### config.mk
export PLATFORM = sky130hd
export DESIGN_NAME = readout_framer
export DESIGN_NICKNAME = d
export VERILOG_FILES = /design/src/rtl/rsf_pkg.sv /design/src/rtl/rsf_trig_pick.sv /design/src/rtl/rsf_sat_cnt.sv /design/src/rtl/rsf_chan.sv /design/src/rtl/readout_framer.sv
export SDC_FILE = /design/constraint.sdc
export NUM_CORES = 1
export LEC_CHECK = 0
export ABC_CLOCK_PERIOD_IN_PS = 2900
export BUFFER_PORTS_ARGS = -buffer_cell sky130_fd_sc_hd__buf_2
export CAP_MARGIN = 20
export CORE_ASPECT_RATIO = 0.7
export CORE_MARGIN = 5
export CORE_UTILIZATION = 50
export CTS_CLUSTER_DIAMETER = 60
export CTS_CLUSTER_SIZE = 30
export DETAILED_ROUTE_END_ITERATION = 8
export HOLD_SLACK_MARGIN = 0.03
export PLACE_DENSITY = 0.78
export SYNTH_ARGS = -nofsm -noshare
export SYNTH_HDL_FRONTEND = slang
export SYNTH_SLANG_ARGS = --single-unit
### constraint.sdc
create_clock -name clk -period 2.9 [get_ports clk]
set_input_delay 0.58 -clock clk [delete_from_list [all_inputs] [get_ports clk]]
set_output_delay 0.58 -clock clk [all_outputs]
set_load 0.01 [all_outputs]
### src/rtl/rsf_pkg.sv
package rsf_pkg;
  typedef enum logic {
    SRC_SINGLE = 1'b0,
    SRC_DIFF   = 1'b1
  } src_e;

  function automatic int sel_width(input int n);
    return (n > 1) ? $clog2(n) : 1;
  endfunction
endpackage

### src/rtl/rsf_trig_pick.sv
module rsf_trig_pick #(
  parameter int NGEN  = 4,
  parameter int SEL_W = 2
) (
  input  logic [NGEN-1:0]  trig,
  input  logic [SEL_W-1:0] sel,
  output logic             hit
);
  always_comb begin
    hit = 1'b0;
    for (int i = 0; i < NGEN; i++) begin
      if (sel == SEL_W'(i)) hit = trig[i];
    end
  end
endmodule

### src/rtl/rsf_sat_cnt.sv
module rsf_sat_cnt #(
  parameter int W = 16
) (
  input  logic         clk,
  input  logic         rst,
  input  logic         inc,
  output logic [W-1:0] cnt
);
  localparam logic [W-1:0] TOP = '1;

  always_ff @(posedge clk) begin
    if (rst) cnt <= '0;
    else if (inc && cnt != TOP) cnt <= cnt + 1'b1;
  end
endmodule

### src/rtl/rsf_chan.sv
module rsf_chan
  import rsf_pkg::*;
#(
  parameter int DATA_W = 16,
  parameter int LEN_W  = 12,
  parameter int CNT_W  = 16
) (
  input  logic              clk,
  input  logic              rst,
  input  logic              hit,
  input  logic              smp_vld,
  input  logic [DATA_W-1:0] smp_se,
  input  logic [DATA_W-1:0] smp_diff,
  input  logic              cfg_src,
  input  logic [LEN_W-1:0]  cfg_len,
  input  logic              tready,
  output logic              tvalid,
  output logic [DATA_W-1:0] tdata,
  output logic              tlast,
  output logic [CNT_W-1:0]  ign_cnt,
  output logic              overrun,
  output logic [CNT_W-1:0]  rec_cnt
);
  localparam logic [LEN_W-1:0] ONE_LEFT = LEN_W'(1);
  localparam logic [CNT_W-1:0] CNT_TOP  = '1;

  logic             busy;
  logic [LEN_W-1:0] left;
  src_e             src_q;

  always_ff @(posedge clk) begin
    if (rst) begin
      busy    <= 1'b0;
      left    <= '0;
      src_q   <= SRC_SINGLE;
      tvalid  <= 1'b0;
      tlast   <= 1'b0;
      tdata   <= '0;
      overrun <= 1'b0;
    end else begin
      tvalid <= 1'b0;
      tlast  <= 1'b0;
      if (!busy && hit && cfg_len != '0) begin
        busy  <= 1'b1;
        left  <= cfg_len;
        src_q <= src_e'(cfg_src);
      end
      if (busy && smp_vld) begin
        tvalid <= 1'b1;
        tdata  <= (src_q == SRC_DIFF) ? smp_diff : smp_se;
        tlast  <= (left == ONE_LEFT);
        left   <= left - 1'b1;
        if (left == ONE_LEFT) busy <= 1'b0;
      end
      if (tvalid && !tready) overrun <= 1'b1;
    end
  end

  rsf_sat_cnt #(.W(CNT_W)) i_ign (
    .clk(clk), .rst(rst), .inc(busy && hit), .cnt(ign_cnt)
  );

  rsf_sat_cnt #(.W(CNT_W)) i_rec (
    .clk(clk), .rst(rst), .inc(tvalid && tlast), .cnt(rec_cnt)
  );

  assert_last_has_valid_R3: assert property (@(posedge clk) disable iff (rst)
    tlast |-> tvalid);
  assert_gap_after_last_R3: assert property (@(posedge clk) disable iff (rst)
    (tvalid && tlast) |=> !tvalid);
  assert_idle_no_beat_R5: assert property (@(posedge clk) disable iff (rst)
    !busy |=> !tvalid);
  assert_no_beat_without_sample_R10: assert property (@(posedge clk) disable iff (rst)
    !smp_vld |=> !tvalid);
  assert_ign_count_R6: assert property (@(posedge clk) disable iff (rst)
    (busy && hit && ign_cnt != CNT_TOP) |=> ign_cnt == CNT_W'($past(ign_cnt) + 1'b1));
  assert_drop_flags_R7: assert property (@(posedge clk) disable iff (rst)
    (tvalid && !tready) |=> overrun);
  assert_overrun_sticky_R7: assert property (@(posedge clk) disable iff (rst)
    overrun |=> overrun);
  assert_rec_count_R8: assert property (@(posedge clk) disable iff (rst)
    (tvalid && tlast && rec_cnt != CNT_TOP) |=> rec_cnt == CNT_W'($past(rec_cnt) + 1'b1));
endmodule

### src/rtl/readout_framer.sv
module readout_framer
  import rsf_pkg::*;
#(
  parameter int NCH    = 4,
  parameter int NGEN   = 4,
  parameter int DATA_W = 16,
  parameter int LEN_W  = 12,
  parameter int CNT_W  = 16,
  localparam int SEL_W = sel_width(NGEN)
) (
  input  logic                  clk,
  input  logic                  rst,
  input  logic [NGEN-1:0]       gen_trig,
  input  logic [NCH-1:0]        smp_vld,
  input  logic [NCH*DATA_W-1:0] smp_se,
  input  logic [NCH*DATA_W-1:0] smp_diff,
  input  logic [NCH*SEL_W-1:0]  cfg_trig_sel,
  input  logic [NCH-1:0]        cfg_src_diff,
  input  logic [NCH*LEN_W-1:0]  cfg_rec_len,
  input  logic [NCH-1:0]        m_axis_tready,
  output logic [NCH-1:0]        m_axis_tvalid,
  output logic [NCH*DATA_W-1:0] m_axis_tdata,
  output logic [NCH-1:0]        m_axis_tlast,
  output logic [NCH*CNT_W-1:0]  ign_trig_cnt,
  output logic [NCH-1:0]        overrun,
  output logic [NCH*CNT_W-1:0]  rec_cnt
);
  for (genvar c = 0; c < NCH; c++) begin : g_ch
    logic hit;

    rsf_trig_pick #(.NGEN(NGEN), .SEL_W(SEL_W)) i_pick (
      .trig(gen_trig),
      .sel (cfg_trig_sel[c*SEL_W +: SEL_W]),
      .hit (hit)
    );

    rsf_chan #(.DATA_W(DATA_W), .LEN_W(LEN_W), .CNT_W(CNT_W)) i_chan (
      .clk     (clk),
      .rst     (rst),
      .hit     (hit),
      .smp_vld (smp_vld[c]),
      .smp_se  (smp_se[c*DATA_W +: DATA_W]),
      .smp_diff(smp_diff[c*DATA_W +: DATA_W]),
      .cfg_src (cfg_src_diff[c]),
      .cfg_len (cfg_rec_len[c*LEN_W +: LEN_W]),
      .tready  (m_axis_tready[c]),
      .tvalid  (m_axis_tvalid[c]),
      .tdata   (m_axis_tdata[c*DATA_W +: DATA_W]),
      .tlast   (m_axis_tlast[c]),
      .ign_cnt (ign_trig_cnt[c*CNT_W +: CNT_W]),
      .overrun (overrun[c]),
      .rec_cnt (rec_cnt[c*CNT_W +: CNT_W])
    );
  end
endmodule

# Yosys cells after proc, flatten, opt, wreduce, memory -nomap -nowiden
# Cells that the tools add are included.
# totals
in_bits,202
elab_cells,176
output_inout_bits,204
register_bits,260
# op_classes
n_reduce_logical,56
mux,44
add_sub_neg,12
eq_ne,24
bitwise,4
# ops
cell,count
$add A16 B1 Y16 const B,8
$ne A16 B16 Y1 const B,8
$mux W12,8
$mux W16,4
$eq A12 B1 Y1 const B,4
$reduce_bool A12 Y1,4
$sub A12 B1 Y12 const B,4
$logic_and A1 B1 Y1,32
$mux W1,32
$eq A2 B2 Y1 const B,8
$eq A2 B1 Y1 const B,4
$logic_not A1 Y1,8
$logic_not A2 Y1,4
$reduce_bool A2 Y1,4
$reduce_or A2 Y1,4
$not A1 Y1,4

# Longest topological paths before layout
# Gate-level depths: netlist (run 1).
# logic_depth
word_depth,10
depth_mapped,8
ltp_nobuf,7

# Cells and area by module
# A second synthesis (run 1) with hierarchy kept.
# hier_totals
cells_unflattened,1500
hier_area_um2,13332.8
# by_module_without_submodules
mod,area_each_um2,seq_area_each_um2,n_inst,cells_each
rsf_sat_cnt,848.3,320.3,8,99
rsf_chan,1614.0,660.6,4,176
rsf_trig_pick,22.5,0.0,4,1

# Worst setup path before layout (run 1)
# Ideal clock, no wire load.
# synth_timing
kind,input-to-reg
from,input cfg_rec_len[46]
to,register g_ch[3].i_chan.left[6]
t_arrival_ns,1.917
setup_time_ns,0.128
path_slack_ns,0.855
cell_stages,6
required_time_ns,2.772
cell_sequence,or4_1 o311ai_2 buf_6 o22ai_1 a31oi_1 nor2_1
# synth_between
elab_chain_cells,3
# synth_rtl
element,line_no,text
"start, declared",readout_framer.sv:19,"input logic [NCH*LEN_W-1:0] cfg_rec_len,"
$reduce_bool A12 Y1,rsf_chan.sv:43,if (!busy && hit && cfg_len != '0) begin
$logic_and A1 B1 Y1,rsf_chan.sv:43,
$reduce_bool A2 Y1 (no line),n/a,
"end signal, assigned",rsf_chan.sv:45,left <= cfg_len;
"end signal, assigned",rsf_chan.sv:52,left <= left - 1'b1;
"end, declared",rsf_chan.sv:28,logic [LEN_W-1:0] left;
# No other way between the ends.
# A chain may end at the register's enable or synchronous reset.

# Worst setup path in the final report (run 1)
# layout_timing
from,register g_ch[2].i_chan.i_rec.cnt[4]
to,register g_ch[2].i_chan.i_rec.cnt[6]
# layout_between
elab_chain_cells,2
# layout_rtl
element,line_no,text
"start, declared",rsf_sat_cnt.sv:7,output logic [W-1:0] cnt
"start signal, assigned",rsf_sat_cnt.sv:13,else if (inc && cnt != TOP) cnt <= cnt + 1'b1;
branches (longest 2 deep; another with $add A16 B1 Y16),n/a,
# Parallel ways; which one is timed is not known.

==> impl_results.md, run 1 <==
- Floorplan die area: roughly 29,000 um2
- Worst-case headroom to the max-slew limit: 0.3042
- Setup TNS: 0 ps
- Ratio of total power to cell area: around 480 nW/um2
- Static leakage: approximately 6.2 nW
- Number of gates resized after CTS: 0
- Final setup viols: 0
- Final max-slew violation count: 0
- Area Growth Syn to Fin: 20.99%
- Number of antenna violations at the first check in global routing: 11
- Worst IR drop on VDD: between 0.0003 and 0.0004 V
- Required @ worst endpoint: around 3300 ps
- Count of flip-flops with a built-in enable after synthesis: 0
- Number of levels the H-tree was split into: 1
- Library cell occupying the most area in the post-synthesis netlist: sky130_fd_sc_hd__dfxtp_1
- CP arrival: between 2000 and 3000 ps
- Maximum capacitance violations: 0
- Synth Net Count: around 1,700
- Clock transition at the register clock pins on the worst setup and hold paths after CTS: 110 ps
- CP top delay family: simple AND/OR/NAND/NOR gates
- Total of hold buffers inserted after clock tree synthesis: 0
- Hold Crit Class: in -> reg
- Clock sinks: 260
- Nets@finish: approximately 2,000
- Synth cell count leaders: 260 x sky130_fd_sc_hd__dfxtp_1, 221 x sky130_fd_sc_hd__nor2_1, 85 x sky130_fd_sc_hd__nand2_1
- Cell types with the largest area share after synthesis: sky130_fd_sc_hd__dfxtp_1 41%, sky130_fd_sc_hd__nor2_1 6.5%, sky130_fd_sc_hd__mux2i_1 5.9%, sky130_fd_sc_hd__xnor2_1 4.7%, sky130_fd_sc_hd__a211oi_1 4.4%
- Critical path's largest stage delay: between 800 and 900 ps
- Nature of the critical path startpoint: flop
- Area of the multi-input gates: roughly 7000 um2
- Critical path endpoint category: flop
- Total via count after detailed routing: approximately 12,000
- Path type of the worst setup path: reg -> reg
- Starting density of the core: 0.5119
- Clock insertion delay at the later pin of the skew report: slightly below 500 ps
- Count of fill cells added during filler insertion: ~2,200
- TritonCTS clock tree: yes
- Fraction of post-synthesis cell area in the top cell type by area: 0.4099
- Fraction of the yosys area taken by sequential cells: 0.4099
- Core Footprint: about 25,000 um2
- Clock root buffer master: sky130_fd_sc_hd__clkbuf_16
- Util after Layout: 0.6194
- Post-route design area: between 15,000 and 20,000 um2
- Flip-flop and latch count after synthesis: between 200 and 300
- RePlAce Congestion: 0.9096
- Drt first-iter violations: around 840
- RSZ-0062 raised after global routing: no
- Cells along the critical path: nand4_1, nor4_4, nor3_1, xnor2_1, nor2_1
- Sum of overflow across all layers after global routing: 0
- Final worst path period need: roughly 2100 ps
- Number of buffers added for setup after CTS: 0
- Async S/R FF share, synth: 0
- Number of DRC violations after detailed routing: 0
- Detail Route Antenna Nets: 0
- Clock buffer depth: 3
- Total buffers and inverters traversed by the critical path: 0
- Maximum clock frequency: 0.4672 GHz
- Maximum fanout count along the critical path: 17
- Top_reg_cell synth: sky130_fd_sc_hd__dfxtp_1
- Area taken by flip-flops and latches: between 5000 and 6000 um2
- Gate count of the mapped netlist: 1,469
- Worst clock skew: between 15 and 20 ps
- Vias in the first global route: 11,535
- Wire length of the first global-routing pass: approximately 61,000 um
- Number of vias per cell: between 5 and 6
- Average detailed-routed wire length per instance: 18.22 um
- Global routing usage summed across all routing layers: 0.2533
- Number of iterations in the first detailed-routing pass: 5
- Cell area after synthesis: 12,700 um2
- Detail Placement HPWL: roughly 30,000 um
- Post-synthesis average cell area: ~8.6 um2
- Number of hold violations in the final report: 0
- Cell Count, Final, Fillers Out: around 2,200
- Die W: 200.5 um
- Most common cell in the synthesized netlist: sky130_fd_sc_hd__dfxtp_1
- Total CTS buffers: 15
- Outcome: finished, final reports clean
- Vertical extent of the die: between 100 and 150 um
- Worst slew pin tran: about 1000 ps
- Number of top-level pins: about 400
- Synthesis warning total: 0
- Share of post-route cells with drive strength above 1: 0.2656
- WHS: around 330 ps
- Number of port buffers: 405
- Critical-path top delay cell: sky130_fd_sc_hd__nor4_4
- Placed Cells: ~2,100
- Total Routed Length: between 30,000 and 40,000 um
- Cell area after placement: between 10,000 and 15,000 um2
- Number of distinct library cells after synthesis: 78
- Rows: 48
- Maximum number of pins on one net before global-route repair: about 140
- Final clock period utilization by the worst path: 0.7381
- Worst reg2reg setup slack: 760 ps
-- stage by stage --
step                power, mW  setup slack [ps]
floorplan               4.697             855.1
global placement        5.085             425.3
detailed placement      5.126             369.7
CTS                     7.466             749.4
global route            7.765             594.3
finish                  7.428             759.5
-- path summary, 6_finish.rpt --
path / startpoint / cells past startpoint / end
hold / removal: cfg_src_diff[3] / 3 / g_ch[3].i_chan.src_q$_SDFFE_PP0P_
setup reg to reg: g_ch[2].i_chan.i_rec.cnt[4]$_SDFFE_PP0P_ / 5 / g_ch[2].i_chan.i_rec.cnt[6]$_SDFFE_PP0P_
hold reg to reg: g_ch[2].i_chan.left[9]$_SDFFE_PP0P_ / 2 / g_ch[2].i_chan.left[9]$_SDFFE_PP0P_
setup / recovery: g_ch[2].i_chan.i_rec.cnt[4]$_SDFFE_PP0P_ / 5 / g_ch[2].i_chan.i_rec.cnt[6]$_SDFFE_PP0P_
-- state kept, by name, summed over array words and instances, names as in the netlist --
signal / count
g_ch.i_chan.busy: 4
g_ch.i_chan.i_ign.cnt: 64
g_ch.i_chan.i_rec.cnt: 64
g_ch.i_chan.left: 48
g_ch.i_chan.overrun: 4
g_ch.i_chan.src_q: 4
g_ch.i_chan.tdata: 64
g_ch.i_chan.tlast: 4
g_ch.i_chan.tvalid: 4
-- kinds of logic after synthesis --
| family | Yosys count | synth area share |
|---|---|---|
| flops | 260 | 0.4099 |
| compound gates | 280 | 0.1494 |
| buf+inv | 112 | 0.03942 |
| fa+ha+maj | 16 | 0.01577 |
| xor+xnor | 90 | 0.06208 |
| mux | 82 | 0.06888 |
| simple gates | 629 | 0.2545 |
-- where the power goes --
part	switching, mW	internal (mW)	total, mW	leakage, nW
clock network	1.33	1.03	2.36	0.241
registers	0.178	3.74	3.92	2.12
logic	0.659	0.491	1.15	3.85
-- metal layers --
metal  vias up  global-route usage  part of all wire
met3        55             0.06903             0.082
li1       6053                   -                 -
met5         -                   0            0.0012
met1      5910              0.3368              0.43
met4         6             0.05393             0.020
met2       472              0.4201              0.47
-- worst reg2reg max path, delay by kind of cell, from the launching register on --
family | cells | cell delay [ps]
AND/OR/NAND/NOR | 4 | 1330
XOR/XNOR | 1 | 250
flip-flops | 1 | 450
-- placed cells by master (no fill, tap or decap), types with 17 or more instances in the layout --
| master | count |
|---|---|
| sky130_fd_sc_hd__inv_1 | 26 |
| sky130_fd_sc_hd__a21oi_1 | 81 |
| sky130_fd_sc_hd__or3_1 | 20 |
| sky130_fd_sc_hd__nand3_1 | 70 |
| sky130_fd_sc_hd__o21ai_0 | 31 |
| sky130_fd_sc_hd__a31oi_1 | 28 |
| sky130_fd_sc_hd__xor2_1 | 22 |
| sky130_fd_sc_hd__a211oi_1 | 75 |
| sky130_fd_sc_hd__and4_1 | 17 |
| sky130_fd_sc_hd__nand2_1 | 85 |
| sky130_fd_sc_hd__and2_1 | 18 |
| sky130_fd_sc_hd__dfxtp_1 | 260 |
| sky130_fd_sc_hd__and3_1 | 20 |
| sky130_fd_sc_hd__mux2i_1 | 75 |
| sky130_fd_sc_hd__nor2_1 | 221 |
| sky130_fd_sc_hd__buf_2 | 404 |
| sky130_fd_sc_hd__nand4_1 | 31 |
| sky130_fd_sc_hd__xnor2_1 | 68 |
| sky130_fd_sc_hd__nor3_1 | 46 |
| sky130_fd_sc_hd__nor4_1 | 29 |
-- layout make-up --
cell class,instances,share of cell area
Clock inverter,10,0.007330
Inverter,26,0.006353
Sequential cell,260,0.3388
Multi-Input combinational cell,1097,0.4551
Clock buffer,15,0.02443
Tap cell,325,0.02647
Timing Repair Buffer,418,0.1405
Antenna cell,6,0.0009774
No activity file was read; power rests on OpenSTA's default activity.
==> run 2, diff against run 1 <==
--- a/config.mk
+++ b/config.mk
@@ -5,17 +5,17 @@
 export SDC_FILE = /design/constraint.sdc
 export NUM_CORES = 1
 export LEC_CHECK = 0
-export ABC_CLOCK_PERIOD_IN_PS = 2900
+export ABC_CLOCK_PERIOD_IN_PS = 1760
 export BUFFER_PORTS_ARGS = -buffer_cell sky130_fd_sc_hd__buf_2
 export CAP_MARGIN = 20
 export CORE_ASPECT_RATIO = 0.7
 export CORE_MARGIN = 5
-export CORE_UTILIZATION = 50
+export CORE_UTILIZATION = 47
 export CTS_CLUSTER_DIAMETER = 60
 export CTS_CLUSTER_SIZE = 30
 export DETAILED_ROUTE_END_ITERATION = 8
 export HOLD_SLACK_MARGIN = 0.03
-export PLACE_DENSITY = 0.78
+export PLACE_DENSITY = 0.77
 export SYNTH_ARGS = -nofsm -noshare
 export SYNTH_HDL_FRONTEND = slang
 export SYNTH_SLANG_ARGS = --single-unit
==> constraint.sdc (replaced) <==
create_clock -name clk -period 1.76 [get_ports clk]
set_input_delay 0.352 -clock clk [delete_from_list [all_inputs] [get_ports clk]]
set_output_delay 0.352 -clock clk [all_outputs]
set_load 0.01 [all_outputs]
==> run 2 against run 1 <==
Setup slack worse by 720 ps. Clock-buffer cell count is 5 higher. Largest cell class unchanged. Critical endpoint is now g_ch[2].i_chan.left[11]$_SDFFE_PP0P_. Design area is 12% higher.
==> impl_results.md, run 2 (synthesized netlist as in run 1, its figures left out) <==
- Net switching fraction of the power: 0.2950 (+0.003050)
- Worst slew pin tran: 487.0 ps (-555.2 ps)
- Leading cell types in the layout, fill and taps excluded: 404 x sky130_fd_sc_hd__buf_2, 252 x sky130_fd_sc_hd__dfxtp_1, 221 x sky130_fd_sc_hd__nor2_1
- Critical path endpoint category: flop
- Number of antenna violations at the first check in global routing: 16 (+5)
- Vertical extent of the die: 147.5 um (+2.9%)
- NetSw: 3.969 mW (+83%)
- Final clock period utilization by the worst path: 0.9782 (+0.2401)
- Path type of the worst setup path: reg -> reg
- Vias in the first global route: 12,493 (+8.3%)
- Total CTS buffers: 18 (+3)
- Cell Count, Final, Fillers Out: 2,380 (+10%)
- Cells along the critical path: nor4_4, nand2_2, or4_4, a2bb2oi_1, a21oi_1
- Final max-slew violation count: 0 (unchanged)
- Placed Cells: 2,328 (+9.5%)
- Number of levels the H-tree was split into: 1 (unchanged)
- Die W: 206.5 um (+3.0%)
- Starting density of the core: 0.4764 (-0.03547)
- Maximum clock frequency: 0.5808 GHz (+24%)
- Number of hold violations in the final report: 0 (unchanged)
- Total buffers and inverters traversed by the critical path: 0 (unchanged)
- Static leakage: 7.163 nW (+15%)
- Clock buffer depth: 3 (unchanged)
- Reg2reg start: g_ch[2].i_chan.left[0]$_SDFFE_PP0P_
- Clock insertion delay at the later pin of the skew report: 510 ps (+20 ps)
- Total Routed Length: 43,040 um (+9.5%)
- Largest regs: g_ch.i_chan.i_ign.cnt: 64 flops, g_ch.i_chan.i_rec.cnt: 64 flops, g_ch.i_chan.tdata: 64 flops
- CP top delay family: simple AND/OR/NAND/NOR gates
- Drt first-iter violations: 922 (+9.6%)
- Detail Route Antenna Nets: 0 (unchanged)
- Clock transition at the register clock pins on the worst setup and hold paths after CTS: 110 ps (about the same)
- Worst IR drop on VDD: 0.0005757 V (+58%)
- Number of top-level pins: 406 (unchanged)
- Area Growth Syn to Fin: 35.26%
- Hold Crit Class: in -> reg
- Core Footprint: 26,650 um2 (+7.4%)
- Wire length of the first global-routing pass: 65,670 um (+7.5%)
- Ratio of total power to cell area: 783.6 nW/um2 (+62%)
- Outcome: finished, final reports clean
- Average detailed-routed wire length per instance: 18.09 um (-0.76%)
- Global routing usage summed across all routing layers: 0.2618 (+0.008485)
- TritonCTS clock tree: yes
- Required @ worst endpoint: 2200 ps (-1080 ps)
- Most common cell after layout, fill and taps aside: sky130_fd_sc_hd__buf_2
- Detail Placement HPWL: 33,410 um (+12%)
- Clock sinks: 260 (unchanged)
- Number of port buffers: 405 (unchanged)
- Clock root buffer master: sky130_fd_sc_hd__clkbuf_16
- Nets@finish: 2,208 (+8.4%)
- Nature of the critical path startpoint: flop
- Share of post-route cells with drive strength above 1: 0.3536 (+0.08804)
- Sum of overflow across all layers after global routing: 0 (unchanged)
- Number of iterations in the first detailed-routing pass: 7 (+2)
- Maximum fanout count along the critical path: 5 (-12)
- Total via count after detailed routing: 13,344 (+6.8%)
- Maximum number of pins on one net before global-route repair: 47 (-66%)
- Worst-case headroom to the max-slew limit: 0.6723 (+0.3681)
- Worst clock skew: 17.95 ps (-0.08500 ps)
- Comb power frac: 0.176 (+0.021)
- Floorplan die area: 30,450 um2 (+6.0%)
- Setup slack of the critical path after layout: 38.29 ps (-721.2 ps)
- RSZ-0062 raised after global routing: yes
- Start point of the critical path: g_ch[2].i_chan.left[0]$_SDFFE_PP0P_
- RePlAce Congestion: 0.9343 (+2.7%)
- Final worst path period need: 1722 ps (-418.8 ps)
- Cell Int Power: 9.488 mW (+80%)
- Critical-path top delay cell: sky130_fd_sc_hd__or4_4
- Final setup viols: 0 (unchanged)
- Count of fill cells added during filler insertion: 2,274 (+4.8%)
- Area of the multi-input gates: 7239 um2 (+3.5%)
- Area taken by flip-flops and latches: 5218 um2 (+0.24%)
- Sequential fraction of design power: 0.476 (-0.051)
- Pre-CTS setup slack: -299.1 ps (-668.9 ps)
- Number of vias per cell: 5.607 (-3.2%)
- Rows: 50 (+4.2%)
- Launch instance of the worst min-delay path: cfg_src_diff[0]
- Clk network pwr share: 0.348 (+0.030)
- Maximum capacitance violations: 0 (unchanged)
- Number of DRC violations after detailed routing: 0 (unchanged)
- CP arrival: 2160 ps (-360 ps)
- Critical path's largest stage delay: 510 ps (-320 ps)
==> run 2: metal layers <==
metal,routed length [um],track usage,vias to the layer above,part of all wire
met5,41,0,-,0.00095
met1,18270,0.3561,6286,0.42
met2,19900,0.4230,570,0.46
met4,1344,0.08045,6,0.031
met3,3484,0.05022,75,0.081
li1,-,-,6407,-
==> run 2: per-stage QoR <==
stage / setup TNS [ps] / cell area, um2 / utilization / total power, mW / hold WS [ps]
finish: 0 / 17170 / 0.6444 / 13.46 / 58.90
global route: -204.1 / 17170 / 0.6443 / 14.03 / 51.00
detailed placement: -12030 / 16240 / 0.6094 / 8.768 / 452.3
CTS: 0 / 16930 / 0.6354 / 13.47 / 47.88
global placement: -8343 / 16240 / 0.6094 / 8.697 / 442.0
floorplan: -283.7 / 12760 / - / 7.746 / 437.4
==> run 2: path summary, 6_finish.rpt <==
check	to	slack, ps	depth (start not counted)
worst max-delay path	g_ch[2].i_chan.left[11]$_SDFFE_PP0P_	40	5
worst min-delay path	g_ch[0].i_chan.src_q$_SDFFE_PP0P_	60	3
worst max register to register	g_ch[2].i_chan.left[11]$_SDFFE_PP0P_	40	5
worst min register to register	g_ch[2].i_chan.overrun$_SDFFE_PP0P_	470	2
==> run 2: worst reg2reg max path: stages, from the launching register on <==
cell and delay, ps:
sky130_fd_sc_hd__dfxtp_4 380, sky130_fd_sc_hd__nor4_4 340, sky130_fd_sc_hd__nand2_2 130, sky130_fd_sc_hd__or4_4 510
sky130_fd_sc_hd__a2bb2oi_1 140, sky130_fd_sc_hd__a21oi_1 150
==> run 2: timing repair <==
action,CTS,global route
hold buffers,0,0
gates resized for setup,9,48
buffers inserted,1,5
setup endpoints to repair,7,55
pin swaps,2,17
==> run 2: cell type report <==
type | instances | share of cell area
Clock inverter | 12 | 0.009034
Clock buffer | 20 | 0.02849
Inverter | 26 | 0.005683
Tap cell | 364 | 0.02652
Timing Repair Buffer | 587 | 0.2029
Antenna cell | 14 | 0.002040
Sequential cell | 260 | 0.3038
Multi-Input combinational cell | 1097 | 0.4215
==> run 2: power by group through the flow <==
stage	clock, mW	sequential [mW]	combinational [mW]
6_report	4.68	6.41	2.36
5_1_grt	5.02	6.45	2.57
3_5_place_dp	0	6.52	2.25
2_1_floorplan	0	6.54	1.21
3_3_place_gp	0	6.51	2.19
4_1_cts	4.78	6.40	2.29
==> run 3, diff against run 2 <==
--- a/config.mk
+++ b/config.mk
@@ -8,7 +8,7 @@
 export ABC_CLOCK_PERIOD_IN_PS = 1760
 export BUFFER_PORTS_ARGS = -buffer_cell sky130_fd_sc_hd__buf_2
 export CAP_MARGIN = 20
-export CORE_ASPECT_RATIO = 0.7
+export CORE_ASPECT_RATIO = 0.9
 export CORE_MARGIN = 5
 export CORE_UTILIZATION = 47
 export CTS_CLUSTER_DIAMETER = 60
==> run 3 against run 2 <==
The flow now finishes with violations (setup timing). Highest routed layer unchanged. Flip-flop and latch count is the same. Sequential share of layout area shrank 0.22 points. Power grew 3.0%. Sequential power is essentially flat. Largest cell class unchanged. Critical path type unchanged. Wire length shrank 4.1%. Core utilization is essentially flat. Critical endpoint is now g_ch[2].i_chan.left[10]$_SDFFE_PP0P_.
==> impl_results.md, run 3 (synthesized netlist as in run 1, its figures left out) <==
- Ratio of total power to cell area: 802.6 nW/um2 (+2.4%)
- TritonCTS clock tree: yes
- Number of vias per cell: 5.563 (-0.79%)
- Overall power: 13.87 mW (+3.0%)
- Worst hold endpoint: g_ch[0].i_chan.src_q$_SDFFE_PP0P_
- Maximum number of pins on one net before global-route repair: 58 (+23%)
- Worst reg2reg endpoint: g_ch[2].i_chan.left[10]$_SDFFE_PP0P_
- Total via count after detailed routing: 13,228 (-0.87%)
- Worst clock skew: 15.04 ps (-2.903 ps)
- Worst IR drop on VDD: 0.0006580 V (+14%)
- RSZ-0062 raised after global routing: yes
- Most common cell after layout, fill and taps aside: sky130_fd_sc_hd__buf_2
- Number of port buffers: 405 (unchanged)
- Number of top-level pins: 406 (unchanged)
- Critical path endpoint category: flop
- Nets@finish: 2,216 (+0.36%)
- Util after Layout: 0.6443 (about the same)
- Number of DRC violations after detailed routing: 0 (unchanged)
- Final worst path period need: 1796 ps (+74.66 ps)
- Total of hold buffers inserted after clock tree synthesis: 0 (unchanged)
- Total CTS buffers: 22 (+4)
- Number of hold violations in the final report: 0 (unchanged)
- Wire length of the first global-routing pass: 64,470 um (-1.8%)
- Floorplan die area: 30,410 um2 (-0.15%)
- Nature of the critical path startpoint: flop
- Drt first-iter violations: 906 (-1.7%)
- Number of levels the H-tree was split into: 1 (unchanged)
- Share of post-route cells with drive strength above 1: 0.3545 (+0.0008720)
- Final max-slew violation count: 0 (unchanged)
- Vertical extent of the die: 165.9 um (+12%)
- Instance count along the most critical hold path: 3 (unchanged)
- Worst-case headroom to the max-slew limit: 0.6880 (+0.01563)
- Required @ worst endpoint: 2140 ps (-60 ps)
- Number of antenna violations at the first check in global routing: 9 (-7)
- Outcome: complete, but fails checks
- Clock buffer depth: 3 (unchanged)
- Number of iterations in the first detailed-routing pass: 5 (-2)
- Global routing usage summed across all routing layers: 0.2500 (-0.01184)
- Final clock period utilization by the worst path: 1.021 (+0.04242)
- Area Growth Syn to Fin: 36.07%
- Die W: 183.3 um (-11%)
- Path type of the worst setup path: reg -> reg
- Post-route design area: 17,280 um2 (+0.60%)
- RePlAce Congestion: 0.9027 (-3.4%)
- WHS: 85.56 ps (+26.67 ps)
- Static leakage: 7.217 nW (+0.75%)
- Final setup viols: 1 (+1)
- Total Routed Length: 41,270 um (-4.1%)
- Average detailed-routed wire length per instance: 17.35 um (-4.0%)
- Worst reg2reg setup slack: -40 ps (-70 ps)
- Detail Placement HPWL: 31,350 um (-6.1%)
- Detail Route Antenna Nets: 0 (unchanged)
- Vias in the first global route: 12,623 (+1.0%)
- Clock transition at the register clock pins on the worst setup and hold paths after CTS: 80 ps (-30 ps)
- Setup slack of the critical path after layout: -36.38 ps (-74.66 ps)
- Starting density of the core: 0.4735 (-0.002934)
- Rows: 57 (+14%)
- Hold Crit Class: in -> reg
- Clock insertion delay at the later pin of the skew report: 520 ps (about the same)
- Launch instance of the worst min-delay path: cfg_src_diff[0]
- Cell count of the worst reg-to-reg path: 7 (+2)
- Worst slew pin tran: 462.2 ps (-24.82 ps)
- Sum of overflow across all layers after global routing: 0 (unchanged)
- Cell area after placement: 16,260 um2 (about the same)
- Maximum capacitance violations: 0 (unchanged)
- Violations in the final reports: setup timing
- Largest regs: g_ch.i_chan.i_ign.cnt: 64 flops, g_ch.i_chan.i_rec.cnt: 64 flops, g_ch.i_chan.tdata: 64 flops
- Clock sinks: 260 (unchanged)
- Maximum fanout count along the critical path: 4 (-1)
- Clock root buffer master: sky130_fd_sc_hd__clkbuf_16
- CP arrival: 2170 ps (about the same)
- Maximum clock frequency: 0.5567 GHz (-4.2%)
- Leading cell types in the layout, fill and taps excluded: 405 x sky130_fd_sc_hd__buf_2, 255 x sky130_fd_sc_hd__dfxtp_1, 221 x sky130_fd_sc_hd__nor2_1
- Reg2reg start: g_ch[2].i_chan.left[0]$_SDFFE_PP0P_
- Core Footprint: 26,820 um2 (+0.62%)
## run 3: cell types whose count changed in the layout (fill, tap and decap cells not counted), sizes merged
cell      previous run  this run
buf                586       590
clkinv               1         5
diode               14        10
clkbuf              21        26
bufinv               0         1
inv                 35        31
clkinvlp             2         4
## run 3: final cells by class
type,instances,area (um2)
inverter,26,97.59
antenna,10,25.02
fill,2253,9539
tap,354,442.9
clock inverter,15,156.4
clock buffer,25,583.1
sequential,260,5211
multi-input combinational,1097,7243
timing repair buffer,591,3517
## run 3: per-layer routing
layer | wire, um | GRT usage | part of all wire | vias to the layer above
met2 | 20010 | 0.4209 | 0.48 | 511
met1 | 16700 | 0.3120 | 0.40 | 6209
met4 | 1351 | 0.08808 | 0.033 | 2
met5 | 13 | 0 | 0.00032 | -
met3 | 3188 | 0.06110 | 0.077 | 79
li1 | - | - | - | 6427
## run 3: power by group
part | switching, mW | leakage (nW) | total, mW | internal [mW]
clock | 2.44 | 0.349 | 5.07 | 2.63
sequential | 0.238 | 2.12 | 6.40 | 6.16
combinational | 1.28 | 4.75 | 2.40 | 1.12
total | 3.95 | 7.22 | 13.9 | 9.92
## run 3: metrics by stage
stage	setup WS [ps]	cells	setup TNS, ps
after global routing	-126.4	2377	-200.3
after floorplan	-60.24	1469	-283.7
after detailed placement	-295.7	2320	-11280
after CTS	4.481	2360	0
after global placement	-304.4	2320	-8968
final	-36.38	2378	-36.38
## run 3: critical path, stage by stage, from the launching register on
cell and delay, ps:
sky130_fd_sc_hd__dfxtp_1 340, sky130_fd_sc_hd__buf_4 160, sky130_fd_sc_hd__inv_1 70, sky130_fd_sc_hd__ha_1 220
sky130_fd_sc_hd__nand3_1 130, sky130_fd_sc_hd__buf_4 180, sky130_fd_sc_hd__o311ai_0 410, sky130_fd_sc_hd__a31oi_1 150
## run 3: repair_timing
item	4_1_cts	5_1_grt
pin swaps	0	12
hold endpoints to repair	0	0
gates cloned	0	1
setup buffers	0	7
endpoints found under the setup margin	6	50
resized for setup	7	42
## run 3: worst max-delay path by stage
stage	end	start	slack [ps]	cells past startpoint
after floorplan	g_ch[3].i_chan.i_ign.cnt[14]$_SDFFE_PP0P_	g_ch[3].i_chan.i_ign.cnt[0]$_SDFFE_PP0P_	-60	5
after global placement	g_ch[3].i_chan.left[6]$_SDFFE_PP0P_	cfg_rec_len[46]	-300	7
after detailed placement	g_ch[3].i_chan.left[6]$_SDFFE_PP0P_	cfg_rec_len[46]	-300	7
after CTS	g_ch[0].i_chan.i_ign.cnt[1]$_SDFFE_PP0P_	g_ch[0].i_chan.i_ign.cnt[9]$_SDFFE_PP0P_	4	5
after global routing	g_ch[2].i_chan.left[10]$_SDFFE_PP0P_	g_ch[2].i_chan.left[1]$_SDFFE_PP0P_	-130	7
final	g_ch[2].i_chan.left[10]$_SDFFE_PP0P_	g_ch[2].i_chan.left[0]$_SDFFE_PP0P_	-40	7
